## src/rtl/i2c_mon_pkg.sv

```systemverilog
package i2c_mon_pkg;
  localparam int unsigned SYNC_STAGES   = 2;
  localparam int unsigned BITS_PER_BYTE = 8;

  typedef struct packed {
    logic scl;
    logic sda;
  } i2c_lines_t;
endpackage

```

## src/rtl/i2c_mon_sync.sv

```systemverilog
module i2c_mon_sync #(
  parameter int unsigned STAGES  = 2,
  parameter logic        RST_VAL = 1'b1
) (
  input  logic clk_i,
  input  logic rst_ni,
  input  logic d_i,
  output logic q_o
);
  logic [STAGES-1:0] chain_q;

  always_ff @(posedge clk_i or negedge rst_ni) begin
    if (!rst_ni) chain_q <= {STAGES{RST_VAL}};
    else         chain_q <= {chain_q[STAGES-2:0], d_i};
  end

  assign q_o = chain_q[STAGES-1];
endmodule

```

## src/rtl/i2c_mon_cond.sv

```systemverilog
module i2c_mon_cond (
  input  logic clk_i,
  input  logic rst_ni,
  input  logic enable_i,
  input  logic scl_s_i,
  input  logic sda_s_i,
  output logic start_det_o,
  output logic stop_det_o,
  output logic scl_rise_o,
  output logic scl_fall_o,
  output logic s_o,
  output logic p_o
);
  logic scl_q, sda_q, s_q, p_q;

  always_ff @(posedge clk_i or negedge rst_ni) begin
    if (!rst_ni) begin
      scl_q <= 1'b1;
      sda_q <= 1'b1;
    end else begin
      scl_q <= scl_s_i;
      sda_q <= sda_s_i;
    end
  end

  // conditions judged only with SCL high on both samples
  assign start_det_o = enable_i & scl_s_i & scl_q & sda_q & ~sda_s_i;
  assign stop_det_o  = enable_i & scl_s_i & scl_q & ~sda_q & sda_s_i;
  assign scl_rise_o  = enable_i & scl_s_i & ~scl_q;
  assign scl_fall_o  = enable_i & ~scl_s_i & scl_q;

  always_ff @(posedge clk_i or negedge rst_ni) begin
    if (!rst_ni) begin
      s_q <= 1'b0;
      p_q <= 1'b0;
    end else if (!enable_i) begin
      s_q <= 1'b0;
      p_q <= 1'b0;
    end else if (start_det_o) begin
      s_q <= 1'b1;
      p_q <= 1'b0;
    end else if (stop_det_o) begin
      s_q <= 1'b0;
      p_q <= 1'b1;
    end
  end

  assign s_o = s_q;
  assign p_o = p_q;


  s_p_excl_chk: assert property (@(posedge clk_i) disable iff (!rst_ni) !(s_q && p_q));

  start_sets_s_chk: assert property (@(posedge clk_i) disable iff (!rst_ni)
    start_det_o |=> (s_q && !p_q));

  stop_sets_p_chk: assert property (@(posedge clk_i) disable iff (!rst_ni)
    stop_det_o |=> (p_q && !s_q));
endmodule

```

## src/rtl/i2c_mon_arb.sv

```systemverilog
module i2c_mon_arb #(
  parameter int unsigned BITS_PER_BYTE = 8
) (
  input  logic clk_i,
  input  logic rst_ni,
  input  logic enable_i,
  input  logic start_det_i,
  input  logic stop_det_i,
  input  logic scl_rise_i,
  input  logic scl_fall_i,
  input  logic sda_s_i,
  input  logic tx_active_i,
  input  logic sda_drive_low_i,
  input  logic arb_clr_i,
  output logic lost_addr_o,
  output logic lost_data_o,
  output logic addr_phase_o
);
  localparam int unsigned ADDR_CLKS = BITS_PER_BYTE + 1;
  localparam int unsigned CW        = $clog2(ADDR_CLKS + 1);
  localparam logic [CW-1:0] LAST    = CW'(ADDR_CLKS);

  logic [CW-1:0] clk_cnt_q;
  logic          addr_q, lost_addr_q, lost_data_q, mismatch;

  always_ff @(posedge clk_i or negedge rst_ni) begin
    if (!rst_ni) begin
      addr_q    <= 1'b0;
      clk_cnt_q <= '0;
    end else if (!enable_i || stop_det_i) begin
      addr_q    <= 1'b0;
      clk_cnt_q <= '0;
    end else if (start_det_i) begin
      addr_q    <= 1'b1;
      clk_cnt_q <= '0;
    end else if (addr_q) begin
      if (scl_rise_i && clk_cnt_q != LAST) clk_cnt_q <= clk_cnt_q + 1'b1;
      if (scl_fall_i && clk_cnt_q == LAST) addr_q <= 1'b0;
    end
  end

  // released SDA sampled low on an SCL rising edge
  assign mismatch = scl_rise_i & tx_active_i & ~sda_drive_low_i & ~sda_s_i;

  always_ff @(posedge clk_i or negedge rst_ni) begin
    if (!rst_ni) begin
      lost_addr_q <= 1'b0;
      lost_data_q <= 1'b0;
    end else begin
      if (mismatch && addr_q)       lost_addr_q <= 1'b1;
      else if (arb_clr_i)           lost_addr_q <= 1'b0;
      if (mismatch && !addr_q)      lost_data_q <= 1'b1;
      else if (arb_clr_i)           lost_data_q <= 1'b0;
    end
  end

  assign lost_addr_o  = lost_addr_q;
  assign lost_data_o  = lost_data_q;
  assign addr_phase_o = addr_q;


  loss_only_on_rise_chk: assert property (@(posedge clk_i) disable iff (!rst_ni)
    (!lost_addr_q && !lost_data_q && !scl_rise_i) |=> (!lost_addr_q && !lost_data_q));

  loss_hold_chk: assert property (@(posedge clk_i) disable iff (!rst_ni)
    (lost_addr_q && !arb_clr_i) |=> lost_addr_q);

  phase_cnt_range_chk: assert property (@(posedge clk_i) disable iff (!rst_ni)
    clk_cnt_q <= LAST);
endmodule

```

## src/rtl/i2c_bus_monitor.sv

```systemverilog
module i2c_bus_monitor
  import i2c_mon_pkg::*;
#(
  parameter int unsigned SYNC_DEPTH = SYNC_STAGES,
  parameter int unsigned BYTE_BITS  = BITS_PER_BYTE
) (
  input  logic clk_i,
  input  logic rst_ni,
  input  logic enable_i,
  input  logic scl_i,
  input  logic sda_i,
  input  logic sda_drive_low_i,
  input  logic scl_drive_low_i,
  input  logic tx_active_i,
  input  logic byte_done_i,
  input  logic irq_en_i,
  input  logic irq_clr_i,
  input  logic arb_clr_i,
  output logic start_seen_o,
  output logic stop_seen_o,
  output logic bus_free_o,
  output logic irq_flag_o,
  output logic irq_o,
  output logic arb_lost_addr_o,
  output logic arb_lost_data_o,
  output logic addr_phase_o,
  output logic sda_pull_o,
  output logic scl_pull_o
);
  i2c_lines_t raw, synced;
  logic start_det, stop_det, scl_rise, scl_fall, s_bit, p_bit;
  logic irq_q, lost_any;

  assign raw.scl = scl_i;
  assign raw.sda = sda_i;

  for (genvar g = 0; g < $bits(i2c_lines_t); g++) begin : g_sync
    i2c_mon_sync #(.STAGES(SYNC_DEPTH), .RST_VAL(1'b1)) i_sync (
      .clk_i (clk_i),
      .rst_ni(rst_ni),
      .d_i   (raw[g]),
      .q_o   (synced[g])
    );
  end

  i2c_mon_cond i_cond (
    .clk_i      (clk_i),
    .rst_ni     (rst_ni),
    .enable_i   (enable_i),
    .scl_s_i    (synced.scl),
    .sda_s_i    (synced.sda),
    .start_det_o(start_det),
    .stop_det_o (stop_det),
    .scl_rise_o (scl_rise),
    .scl_fall_o (scl_fall),
    .s_o        (s_bit),
    .p_o        (p_bit)
  );

  i2c_mon_arb #(.BITS_PER_BYTE(BYTE_BITS)) i_arb (
    .clk_i          (clk_i),
    .rst_ni         (rst_ni),
    .enable_i       (enable_i),
    .start_det_i    (start_det),
    .stop_det_i     (stop_det),
    .scl_rise_i     (scl_rise),
    .scl_fall_i     (scl_fall),
    .sda_s_i        (synced.sda),
    .tx_active_i    (tx_active_i),
    .sda_drive_low_i(sda_drive_low_i),
    .arb_clr_i      (arb_clr_i),
    .lost_addr_o    (arb_lost_addr_o),
    .lost_data_o    (arb_lost_data_o),
    .addr_phase_o   (addr_phase_o)
  );

  // set wins over clear
  always_ff @(posedge clk_i or negedge rst_ni) begin
    if (!rst_ni)                                                irq_q <= 1'b0;
    else if (start_det || stop_det || (enable_i && byte_done_i)) irq_q <= 1'b1;
    else if (irq_clr_i)                                         irq_q <= 1'b0;
  end

  assign lost_any     = arb_lost_addr_o | arb_lost_data_o;
  assign start_seen_o = s_bit;
  assign stop_seen_o  = p_bit;
  assign bus_free_o   = p_bit | ~s_bit;
  assign irq_flag_o   = irq_q;
  assign irq_o        = irq_q & irq_en_i;
  assign sda_pull_o   = sda_drive_low_i & ~lost_any;
  assign scl_pull_o   = scl_drive_low_i & ~lost_any;


  irq_hold_chk: assert property (@(posedge clk_i) disable iff (!rst_ni)
    (irq_q && !irq_clr_i) |=> irq_q);

  release_on_loss_chk: assert property (@(posedge clk_i) disable iff (!rst_ni)
    (arb_lost_addr_o || arb_lost_data_o) |-> (!sda_pull_o && !scl_pull_o));

  busy_only_after_start_chk: assert property (@(posedge clk_i) disable iff (!rst_ni)
    !bus_free_o |-> start_seen_o);
endmodule

```

## config.mk

```make
export PLATFORM = sky130hd
export DESIGN_NAME = i2c_bus_monitor
export DESIGN_NICKNAME = d
export VERILOG_FILES = /design/src/rtl/i2c_mon_pkg.sv /design/src/rtl/i2c_mon_sync.sv /design/src/rtl/i2c_mon_cond.sv /design/src/rtl/i2c_mon_arb.sv /design/src/rtl/i2c_bus_monitor.sv
export SDC_FILE = /design/constraint.sdc
export NUM_CORES = 1
export LEC_CHECK = 0
export BUFFER_PORTS_ARGS = -buffer_cell sky130_fd_sc_hd__clkbuf_2
export CAP_MARGIN = 10
export CORE_MARGIN = 8
export CORE_UTILIZATION = 48
export CTS_CLUSTER_DIAMETER = 40
export DETAILED_ROUTE_END_ITERATION = 16
export GPL_ROUTABILITY_DRIVEN = 0
export GPL_TIMING_DRIVEN = 0
export PLACE_DENSITY = 0.75
export SETUP_SLACK_MARGIN = 0.2
export SLEW_MARGIN = 20
export SYNTH_ARGS = -nofsm -noshare
export SYNTH_HDL_FRONTEND = slang
export SYNTH_SLANG_ARGS = --single-unit
```

## constraint.sdc

```tcl
create_clock -name clk_i -period 1.8 [get_ports clk_i]
set_input_delay 0.18 -clock clk_i [delete_from_list [all_inputs] [get_ports clk_i]]
set_output_delay 0.18 -clock clk_i [all_outputs]
set_load 0.01 [all_outputs]
```

### Word level (Yosys, flattened, before mapping)

Index checks and enable logic that the tools add are counted.

| word-level totals | value |
|---|---|
| register bits after elaboration | 16 |
| input bits | 12 |
| output and inout port bits | 10 |
| logic and storage cells | 74 |

| cells by class | value |
|---|---|
| $add $sub $neg | 1 |
| mux-type cells | 19 |
| bitwise logic cells | 24 |
| equality and inequality tests | 3 |
| reductions and logical operators | 16 |

Operators by type and width:

| operator | number |
|---|---|
| $mux W4 | 4 |
| $and A1 B1 Y1 | 15 |
| $mux W1 | 15 |
| $not A1 Y1 | 7 |
| $reduce_bool A2 Y1 | 3 |
| $reduce_bool A3 Y1 | 2 |
| $logic_and A1 B1 Y1 | 5 |
| $add A4 B1 Y4 const B | 1 |
| $eq A4 B4 Y1 const B | 1 |
| $ne A4 B4 Y1 const B | 1 |
| $logic_or A1 B1 Y1 | 3 |
| $ne A3 B1 Y1 const B | 1 |
| $logic_not A1 Y1 | 2 |
| $or A1 B1 Y1 | 2 |
| $reduce_and A2 Y1 | 1 |

### Logic depth before layout (Yosys ltp)

Gate-level depths: netlist of the first run.

| logic depth | value |
|---|---|
| depth after elaboration | 8 |
| mapped depth | 5 |
| mapped depth without buffers | 5 |

### By module

Synthesis of the first run repeated with hierarchy kept, for this count alone.

| unflattened totals | value |
|---|---|
| cells, all modules | 69 |
| area total of the unflattened synthesis | 754.5 um2 |

By module, submodules not included:

| module | seq. area each (um2) | area each (um2) | times used | cells an instance |
|---|---|---|---|---|
| i2c_mon_arb | 175.2 | 352.8 | 1 | 37 |
| i2c_mon_cond | 102.6 | 222.7 | 1 | 20 |
| i2c_mon_sync | 52.6 | 52.6 | 2 | 2 |
| i2c_bus_monitor | 25.0 | 73.8 | 1 | 8 |

### Worst setup path before layout of the first run

Ideal clock, no wire load.

| path | value |
|---|---|
| kind | register -> register |
| start point | register i_arb.clk_cnt_q[0] |
| end point | register i_arb.clk_cnt_q[2] |
| arrival | 1.374 ns |
| stages on the path, launching flop included | 5 |
| required time | 1.722 ns |
| slack | 0.348 ns |
| setup time | 0.078 ns |
| period minus slack after synthesis | 1.452 ns |
| path buffers | 0 |
| cell sequence | dfrtp_1 -> ha_1 -> and3b_2 -> or4_1 -> a21oi_1 |

| on the way | value |
|---|---|
| cells in the longest elaborated chain, start to end | 5 |
| elaborated cells between the ends (all ways) | 9 |
| those cells by class | add/sub (1); eq/ne (1); mux (4); reduce/logical (3) |

Ends and longest elaborated chain:

| item | RTL line | text |
|---|---|---|
| start, declared | i2c_mon_arb.sv:23 | `logic [CW-1:0] clk_cnt_q;` |
| start signal, assigned | i2c_mon_arb.sv:37 | `if (scl_rise_i && clk_cnt_q != LAST) clk_cnt_q <= clk_cnt_q + 1'b1;` |
| $add A4 B1 Y4 | i2c_mon_arb.sv:37 |  |
| $mux W4 | i2c_mon_arb.sv:37 |  |
| $mux W4 | i2c_mon_arb.sv:36 | `end else if (addr_q) begin` |
| $mux W4 | i2c_mon_arb.sv:33 | `end else if (start_det_i) begin` |
| $mux W4 | i2c_mon_arb.sv:30 | `end else if (!enable_i \|\| stop_det_i) begin` |

Several ways; a longest one is shown, not always the timed one. The select of a mux whose other input is x is not followed.
A chain may end at the register's enable or synchronous reset.

### Worst setup path after layout of the first run

Ends and elaborated chain as after synthesis.

==> results of run 1 <==
==> Yosys cell counts (2+ instances only) <==
| library cell | number |
|---|---|
| sky130_fd_sc_hd__or3_1 | 3 |
| sky130_fd_sc_hd__nand3_1 | 4 |
| sky130_fd_sc_hd__nand2_1 | 3 |
| sky130_fd_sc_hd__and3_1 | 2 |
| sky130_fd_sc_hd__inv_1 | 9 |
| sky130_fd_sc_hd__dfrtp_1 | 10 |
| sky130_fd_sc_hd__o21ai_0 | 8 |
| sky130_fd_sc_hd__a21oi_1 | 5 |
| sky130_fd_sc_hd__dfstp_2 | 6 |
| sky130_fd_sc_hd__o22ai_1 | 2 |
| sky130_fd_sc_hd__ha_1 | 2 |
==> critical path, delay by kind of cell, from the launching register on <==
family,cells,cell delay [ns]
fa+ha+maj,1,0.20
flops,1,0.43
simple gates,2,0.70
compound gates,1,0.15
==> routing by layer <==
layer  part of all wire  routed length (um)  global-route usage
met1               0.42                 598              0.1147
met2               0.43                 619              0.1453
met3               0.12                 177             0.04076
met4              0.020                  29             0.06967
met5                  0                   0                   0
==> worst max path at each step <==
stage                     slack, ns                from  cells past startpoint                 end
after floorplan                0.35  i_arb.clk_cnt_q[0]                      4  i_arb.clk_cnt_q[2]
final                          0.24  i_arb.clk_cnt_q[0]                      4  i_arb.clk_cnt_q[2]
after global placement         0.27  i_arb.clk_cnt_q[0]                      4  i_arb.clk_cnt_q[2]
after CTS                      0.22  i_arb.clk_cnt_q[0]                      4  i_arb.clk_cnt_q[2]
after detailed placement       0.24  i_arb.clk_cnt_q[0]                      4  i_arb.clk_cnt_q[2]
after global routing           0.20  i_arb.clk_cnt_q[0]                      4  i_arb.clk_cnt_q[2]
==> final cells by class <==
| type | instances | area (um2) | area share |
|---|---|---|---|
| Sequential cell | 16 | 407.9 | 0.4388 |
| Multi-Input combinational cell | 40 | 284.0 | 0.3055 |
| Timing Repair Buffer | 27 | 157.7 | 0.1696 |
| Inverter | 9 | 33.78 | 0.03634 |
| Clock buffer | 4 | 26.28 | 0.02826 |
| Tap cell | 16 | 20.02 | 0.02153 |
==> cells by family after synthesis <==
kind of cell	share of synthesized area
adders and majority gates	0.03496
and+or+nand+nor	0.1783
buffers and inverters	0.04720
xor gates and xnor gates	0.01224
AOI/OAI and AO/OA	0.1573
DFF	0.5699
==> power groups by stage <==
stage / sequential, mW / combinational [mW] / clock, mW
final: 0.390 / 0.0652 / 0.201
after global routing: 0.392 / 0.0743 / 0.223
after global placement: 0.396 / 0.0608 / 0
after floorplan: 0.397 / 0.0236 / 0
after CTS: 0.390 / 0.0660 / 0.202
after detailed placement: 0.396 / 0.0611 / 0
==> through the flow <==
step           instance area [um2]  setup slack (ns)
3_5_place_dp                 840.8            0.2359
5_1_grt                      929.6            0.1952
4_1_cts                      897.1            0.2158
3_3_place_gp                 840.8            0.2668
2_1_floorplan                715.7            0.3480
6_report                     929.6            0.2350
==> flip-flops by register name, summed over array words and instances (netlist names) <==
name,count
g_sync.i_sync.chain_q,4
i_arb.clk_cnt_q,4
i_arb.addr_phase_o,1
i_arb.lost_addr_o,1
i_arb.lost_data_o,1
i_cond.p_o,1
i_cond.s_o,1
i_cond.scl_q,1
i_cond.sda_q,1
irq_flag_o,1
==> what timing repair did <==
action                                  CTS  global route
gates resized for setup                   0             3
hold buffers                              3             0
endpoints found under the hold margin    12             0
buffers inserted                          0             3
endpoints found under the setup margin    0             1
==> parameters.txt, run 1 <==
Parameter                              Value

Pwr
  Overall power of the completed layout ... 0.6561 mW
  Leak Pwr ... 0.4453 nW
  Sw frac ... 0.2444
  Maximum vdd drop ... 0.4504 mV
  Power per cell area ... 705.7 nW/um2
  Power Internal ... 0.4958 mW
  Net Switching ... 0.1603 mW
  Sequential share of power ... 0.594
  Share of power burned in combinational logic ... 0.099
  Clock Power Share ... 0.307

Drt
  Drt first-iter violations ... 7
  Drt pass-1 iters ... 4
  Routed via count divided by cell count ... 5.330
  Via count ... 597
  Wire length after detailed routing ... 1.424 mm
  Final routed wire length divided by cell count ... 12.71 um
  DRC Markers ... 0
  Antenna Violating Nets Remaining ... 0

Global route
  First-pass GRT wire length ... 2.125 mm
  Antenna violations before repair ... 0
  Grt total ovfl ... 0
  Largest net degree at the start of global routing ... 17
  GRT Util Overall ... 0.09917
  Number of global-route vias before repair ... 511

Yosys
  Cell type contributing the most total cell area after synthesis ... sky130_fd_sc_hd__dfrtp_1
  Mapped cell area ... 715.7 um2
  Library cells used by synthesis ... 22
  Count of warnings emitted by yosys ... 0
  Share of the synthesized area in the top cell type ... 0.3497
  Syn Area/Cell ... 11.01 um2
  Fraction of synthesis flops using an asynchronous set or reset pin ... 1.000
  Number of flops mapped to enable cells by yosys ... 0
  Biggest area contributors in the synthesized netlist ... sky130_fd_sc_hd__dfrtp_1, sky130_fd_sc_hd__dfstp_2, sky130_fd_sc_hd__o21ai_0, sky130_fd_sc_hd__inv_1, sky130_fd_sc_hd__a21oi_1
  Syn Nets ... 79
  Number of instances in the synthesized netlist ... 65
  Sequential fraction of the synthesis area ... 0.5699
  Top flip-flop cell by instance count after synthesis ... sky130_fd_sc_hd__dfrtp_1
  Number of register bits inferred by synthesis ... 16

STA
  Setup repair after global routing missed its margin ... false
  Worst Clk Skew ... 0.003907 ns
  Transition at the pin with the smallest max-transition slack ... 0.5705 ns
  Count of endpoints failing hold in the final timing report ... 0
  Achievable clock frequency ... 639.0 MHz
  Final worst-path cycle share ... 0.8694
  Worst hold slack after final layout ... 0.08866 ns
  Post-route minimum period ... 1.565 ns
  Max-slew violation count ... 0
  Final-report setup violation count ... 0
  Remaining max-slew budget at the tightest pin ... 0.6157
  Final TNS setup ... 0 ns

Finish
  Post-layout instance count excluding filler cells ... 112
  Fraction of final layout cells sized beyond drive strength 1 ... 0.4063
  Number of filler instances in the final layout ... 136
  Most frequent standard cell in the layout excluding fill and tap cells ... sky130_fd_sc_hd__clkbuf_2
  Commonest cells after routing, fill and taps aside ... sky130_fd_sc_hd__clkbuf_2, sky130_fd_sc_hd__dfrtp_1, sky130_fd_sc_hd__inv_1
  Antenna cells ... 0
  Layout-stage area growth over the synthesis result ... 29.90%
  Utilization after layout ... 0.6394
  Number of nets in the layout ... 111

Clocking
  TritonCTS buffer count ... 3
  Root buf cell ... sky130_fd_sc_hd__clkbuf_4
  Maximum buffer depth of the clock tree ... 2
  Depth of the CTS H-tree ... 1
  TritonCTS clock tree ... yes
  Clk_lat worst skew ... 0.29 ns
  Clock slew seen by the registers of the worst setup and hold paths ... 0.09 ns
  Clock sink count ... 16

Placed design
  Cell Count Post-Placement ... 102
  HPWL after detailed placement ... 1.019 mm
  Total of buffers placed on input and output ports ... 21

Worst setup path
  CP endpoint kind ... register
  Number of cells traversed by the worst register-to-register path ... 4
  Type of origin of the critical path ... register
  Crit path arrival time ... 1.79 ns
  RR Endpoint ... i_arb.clk_cnt_q[2]
  Flop2flop setup slack ... 0.24 ns
  Biggest cell delay along the critical path ... 0.48 ns
  Critical Path, Cell by Cell ... ha_2 > and3b_2 > or4_4 > a21oi_2
  Standard cell with the maximum stage delay on the critical path ... sky130_fd_sc_hd__or4_4
  WP data required ... 2.02 ns
  FF-to-FF Start ... i_arb.clk_cnt_q[0]
  Critical-path maximum fanout ... 5
  Path type of the worst setup path ... reg -> reg

Floorplan
  Area of the die ... 2983 um2
  Number of primary I/O pins ... 22
  Floorplan row count ... 14
  Starting Density ... 0.4923
  Horiz. Die Dim ... 54.62 um
  Die outline height ... 54.62 um
  Core region area ... 1454 um2

Min path
  Hold WC Path Type ... in -> reg
  Cell count of the worst hold path ... 2
  Source of the worst hold timing path ... arb_clr_i
  Worst Hold End ... i_arb.lost_data_o

Status
  Run status ... completed

Flow run
  Maximum capacitance violations ... 0
Power figures use the tool's default switching activity.
==> inputs of run 2 (changes only) <==
--- a/config.mk
+++ b/config.mk
@@ -5,6 +5,7 @@
 export SDC_FILE = /design/constraint.sdc
 export NUM_CORES = 1
 export LEC_CHECK = 0
+export ABC_AREA = 1
 export BUFFER_PORTS_ARGS = -buffer_cell sky130_fd_sc_hd__clkbuf_2
 export CAP_MARGIN = 10
 export CORE_MARGIN = 8
==> run 2 against run 1 <==
  * Utilization shrank 1.4 points
  * Sequential power is 1% lower
  * First-iteration DRC count is 130% higher
  * Total power is 4.6% higher
  * Fmax is 17% higher
  * Worst setup slack improved by 0.23 ns
  * Global-route usage is 1.0 points higher
  * Area after synthesis up 1.7%
  * Non-clock buffer count shrank 3
  * Sequential cell count is the same
  * Largest power group unchanged
==> parameters.txt, run 2 <==
Parameter                              Value

Worst setup path
  FF-to-FF Start ... g_sync[0].i_sync.chain_q[1]
  Type of origin of the critical path ... register
  Crit path arrival time ... 1.52 ns
  Flop2flop setup slack ... 0.47 ns
  Critical-path maximum fanout ... 5
  Path type of the worst setup path ... reg -> reg
  Critical Path, Cell by Cell ... nand2_1 > o21ai_1 > nor2_1 > and2_1
  Crit path capture ... i_arb.clk_cnt_q[1]
  WP data required ... 1.98 ns
  Biggest cell delay along the critical path ... 0.57 ns
  Startpoint of the most critical setup path ... g_sync[0].i_sync.chain_q[1]
  Number of cells traversed by the worst register-to-register path ... 4
  CP endpoint kind ... register
  RR Endpoint ... i_arb.clk_cnt_q[1]
  Standard cell with the maximum stage delay on the critical path ... sky130_fd_sc_hd__dfstp_2

Yosys
  Mapped cell area ... 728.2 um2
  Library cell with the highest instance count after synthesis ... sky130_fd_sc_hd__nand2_1
  Syn Area/Cell ... 9.102 um2
  Syn Nets ... 94
  Number of flops mapped to enable cells by yosys ... 0
  Library cells used by synthesis ... 20
  Synth top cells by count ... sky130_fd_sc_hd__nand2_1, sky130_fd_sc_hd__inv_1, sky130_fd_sc_hd__dfrtp_1
  Top flip-flop cell by instance count after synthesis ... sky130_fd_sc_hd__dfrtp_1
  Number of register bits inferred by synthesis ... 16
  Cell type contributing the most total cell area after synthesis ... sky130_fd_sc_hd__dfrtp_1
  Share of the synthesized area in the top cell type ... 0.3436
  Biggest area contributors in the synthesized netlist ... sky130_fd_sc_hd__dfrtp_1, sky130_fd_sc_hd__dfstp_2, sky130_fd_sc_hd__nand2_1, sky130_fd_sc_hd__inv_1, sky130_fd_sc_hd__nor2_1
  Number of instances in the synthesized netlist ... 80
  Count of warnings emitted by yosys ... 0
  Fraction of synthesis flops using an asynchronous set or reset pin ... 1.000
  Sequential fraction of the synthesis area ... 0.5601

Drt
  Antenna Violating Nets Remaining ... 0
  Drt first-iter violations ... 16
  Drt pass-1 iters ... 4
  Wire length after detailed routing ... 1.403 mm
  DRC Markers ... 0
  Via count ... 589
  Final routed wire length divided by cell count ... 11.31 um
  Routed via count divided by cell count ... 4.750

Clocking
  Root buf cell ... sky130_fd_sc_hd__clkbuf_4
  Clk_lat worst skew ... 0.29 ns
  CTS resizes ... 0
  Maximum buffer depth of the clock tree ... 2
  Clock slew seen by the registers of the worst setup and hold paths ... 0.09 ns
  Depth of the CTS H-tree ... 1
  TritonCTS clock tree ... yes
  TritonCTS buffer count ... 3
  Clock sink count ... 16

STA
  Final-report setup violation count ... 0
  Max-slew violation count ... 0
  Worst Clk Skew ... 0.004512 ns
  Remaining max-slew budget at the tightest pin ... 0.7470
  Final TNS setup ... 0 ns
  Count of endpoints failing hold in the final timing report ... 0
  Setup repair after global routing missed its margin ... false
  Final worst-path cycle share ... 0.7409
  Transition at the pin with the smallest max-transition slack ... 0.3795 ns
  Post-route minimum period ... 1.334 ns
  Achievable clock frequency ... 749.8 MHz

Finish
  Layout-stage area growth over the synthesis result ... 26.29%
  Registers with the most flip-flops ... g_sync.i_sync.chain_q (4), i_arb.clk_cnt_q (4)
  Area taken by multi-input logic gates ... 267.8 um2
  Number of nets in the layout ... 123
  Fraction of final layout cells sized beyond drive strength 1 ... 0.3426
  Most frequent standard cell in the layout excluding fill and tap cells ... sky130_fd_sc_hd__clkbuf_2
  Sequential standard cell area ... 407.9 um2
  Number of filler instances in the final layout ... 138
  Antenna cells ... 0
  Commonest cells after routing, fill and taps aside ... sky130_fd_sc_hd__clkbuf_2, sky130_fd_sc_hd__nand2_1, sky130_fd_sc_hd__inv_1

Floorplan
  Floorplan row count ... 14
  Starting Density ... 0.4949
  Horiz. Die Dim ... 54.95 um
  Core region area ... 1471 um2
  Area of the die ... 3020 um2
  Die outline height ... 54.95 um
  Number of primary I/O pins ... 22

Pwr
  Maximum vdd drop ... 0.5783 mV
  Leak Pwr ... 0.4908 nW
  Overall power of the completed layout ... 0.6861 mW
  Power per cell area ... 746.0 nW/um2

Global route
  Largest net degree at the start of global routing ... 17
  Number of global-route vias before repair ... 599
  First-pass GRT wire length ... 2.401 mm
  Grt total ovfl ... 0
  GRT Util Overall ... 0.1092
  Antenna violations before repair ... 0

Flow run
  Maximum capacitance violations ... 0

Placed design
  HPWL after detailed placement ... 1.067 mm
  Total of buffers placed on input and output ports ... 21

Status
  Run status ... completed

Min path
  Hold WC Path Type ... in -> reg
-- run 2: changes by cell type in the layout (fill, tap and decap cells not counted), moves of 4 or more --
cell and change:
sky130_fd_sc_hd__inv_1 +5, sky130_fd_sc_hd__nor2_1 +7, sky130_fd_sc_hd__nand2_1 +17, sky130_fd_sc_hd__o21ai_0 -6
sky130_fd_sc_hd__a21oi_1 -4
-- run 2: power breakdown --
group / total (mW) / switching [mW] / internal (mW)
clock network: 0.236 / 0.113 / 0.123
registers: 0.386 / 0.00882 / 0.377
logic: 0.0643 / 0.0354 / 0.0289
-- run 2: layout make-up --
class,count,area share
Timing Repair Buffer,24,0.1469
Sequential cell,16,0.4435
Clock buffer,4,0.03946
Tap cell,16,0.02177
Inverter,14,0.05714
Multi-Input combinational cell,50,0.2912
-- run 2: through the flow --
stage / std cells / util / area [um2] / worst slack (ns) / hold slack, ns
floorplan: 80 / - / 728.2 / 0.6248 / -0.1156
CTS: 124 / 0.6250 / 919.6 / 0.4525 / 0.1251
global route: 124 / 0.6250 / 919.6 / 0.3252 / 0.1489
global placement: 117 / 0.5799 / 853.3 / 0.4969 / 0.1157
finish: 124 / 0.6250 / 919.6 / 0.4664 / 0.1286
detailed placement: 117 / 0.5799 / 853.3 / 0.4909 / 0.1222
-- run 2: cells by family (layout without fill, tap and decap cells) --
logic type | after synthesis | count (layout) | synth area share
xor+xnor | 1 | 1 | 0.01203
flops | 16 | 16 | 0.5601
fa+ha+maj | 2 | 2 | 0.03436
simple gates | 42 | 42 | 0.2835
compound gates | 5 | 5 | 0.03781
buf+inv | 14 | 42 | 0.07216
-- run 2: how the worst min path moves through the flow --
| stage | startpoint | endpoint | slack, ns | depth (start not counted) |
|---|---|---|---|---|
| 6_report | arb_clr_i | i_arb.lost_data_o | 0.13 | 4 |
| 5_1_grt | arb_clr_i | i_arb.lost_data_o | 0.15 | 4 |
| 4_1_cts | arb_clr_i | i_arb.lost_data_o | 0.13 | 4 |
| 3_5_place_dp | rst_ni | irq_flag_o | 0.12 | 1 |
| 3_3_place_gp | rst_ni | irq_flag_o | 0.12 | 1 |
| 2_1_floorplan | rst_ni | i_arb.addr_phase_o | -0.12 | 0 |
-- run 2: timing repair --
item / 4_1_cts / 5_1_grt
hold buffers: 3 / 0
endpoints found under the hold margin: 12 / 0
setup buffers: 0 / 0
-- run 2: critical path, delay by kind of cell (launching register included) --
kind	cells	cell delay (ns)
AND/OR/NAND/NOR	3	0.42
flip-flops	1	0.57
AO/OA/AOI/OAI	1	0.23
-- run 2: metal layers --
layer / routed length, um / share of wire / GRT usage
met5: 0 / 0 / 0
met4: 12 / 0.0086 / 0.06000
met3: 127 / 0.091 / 0.03209
met2: 659 / 0.47 / 0.1887
met1: 603 / 0.43 / 0.1170
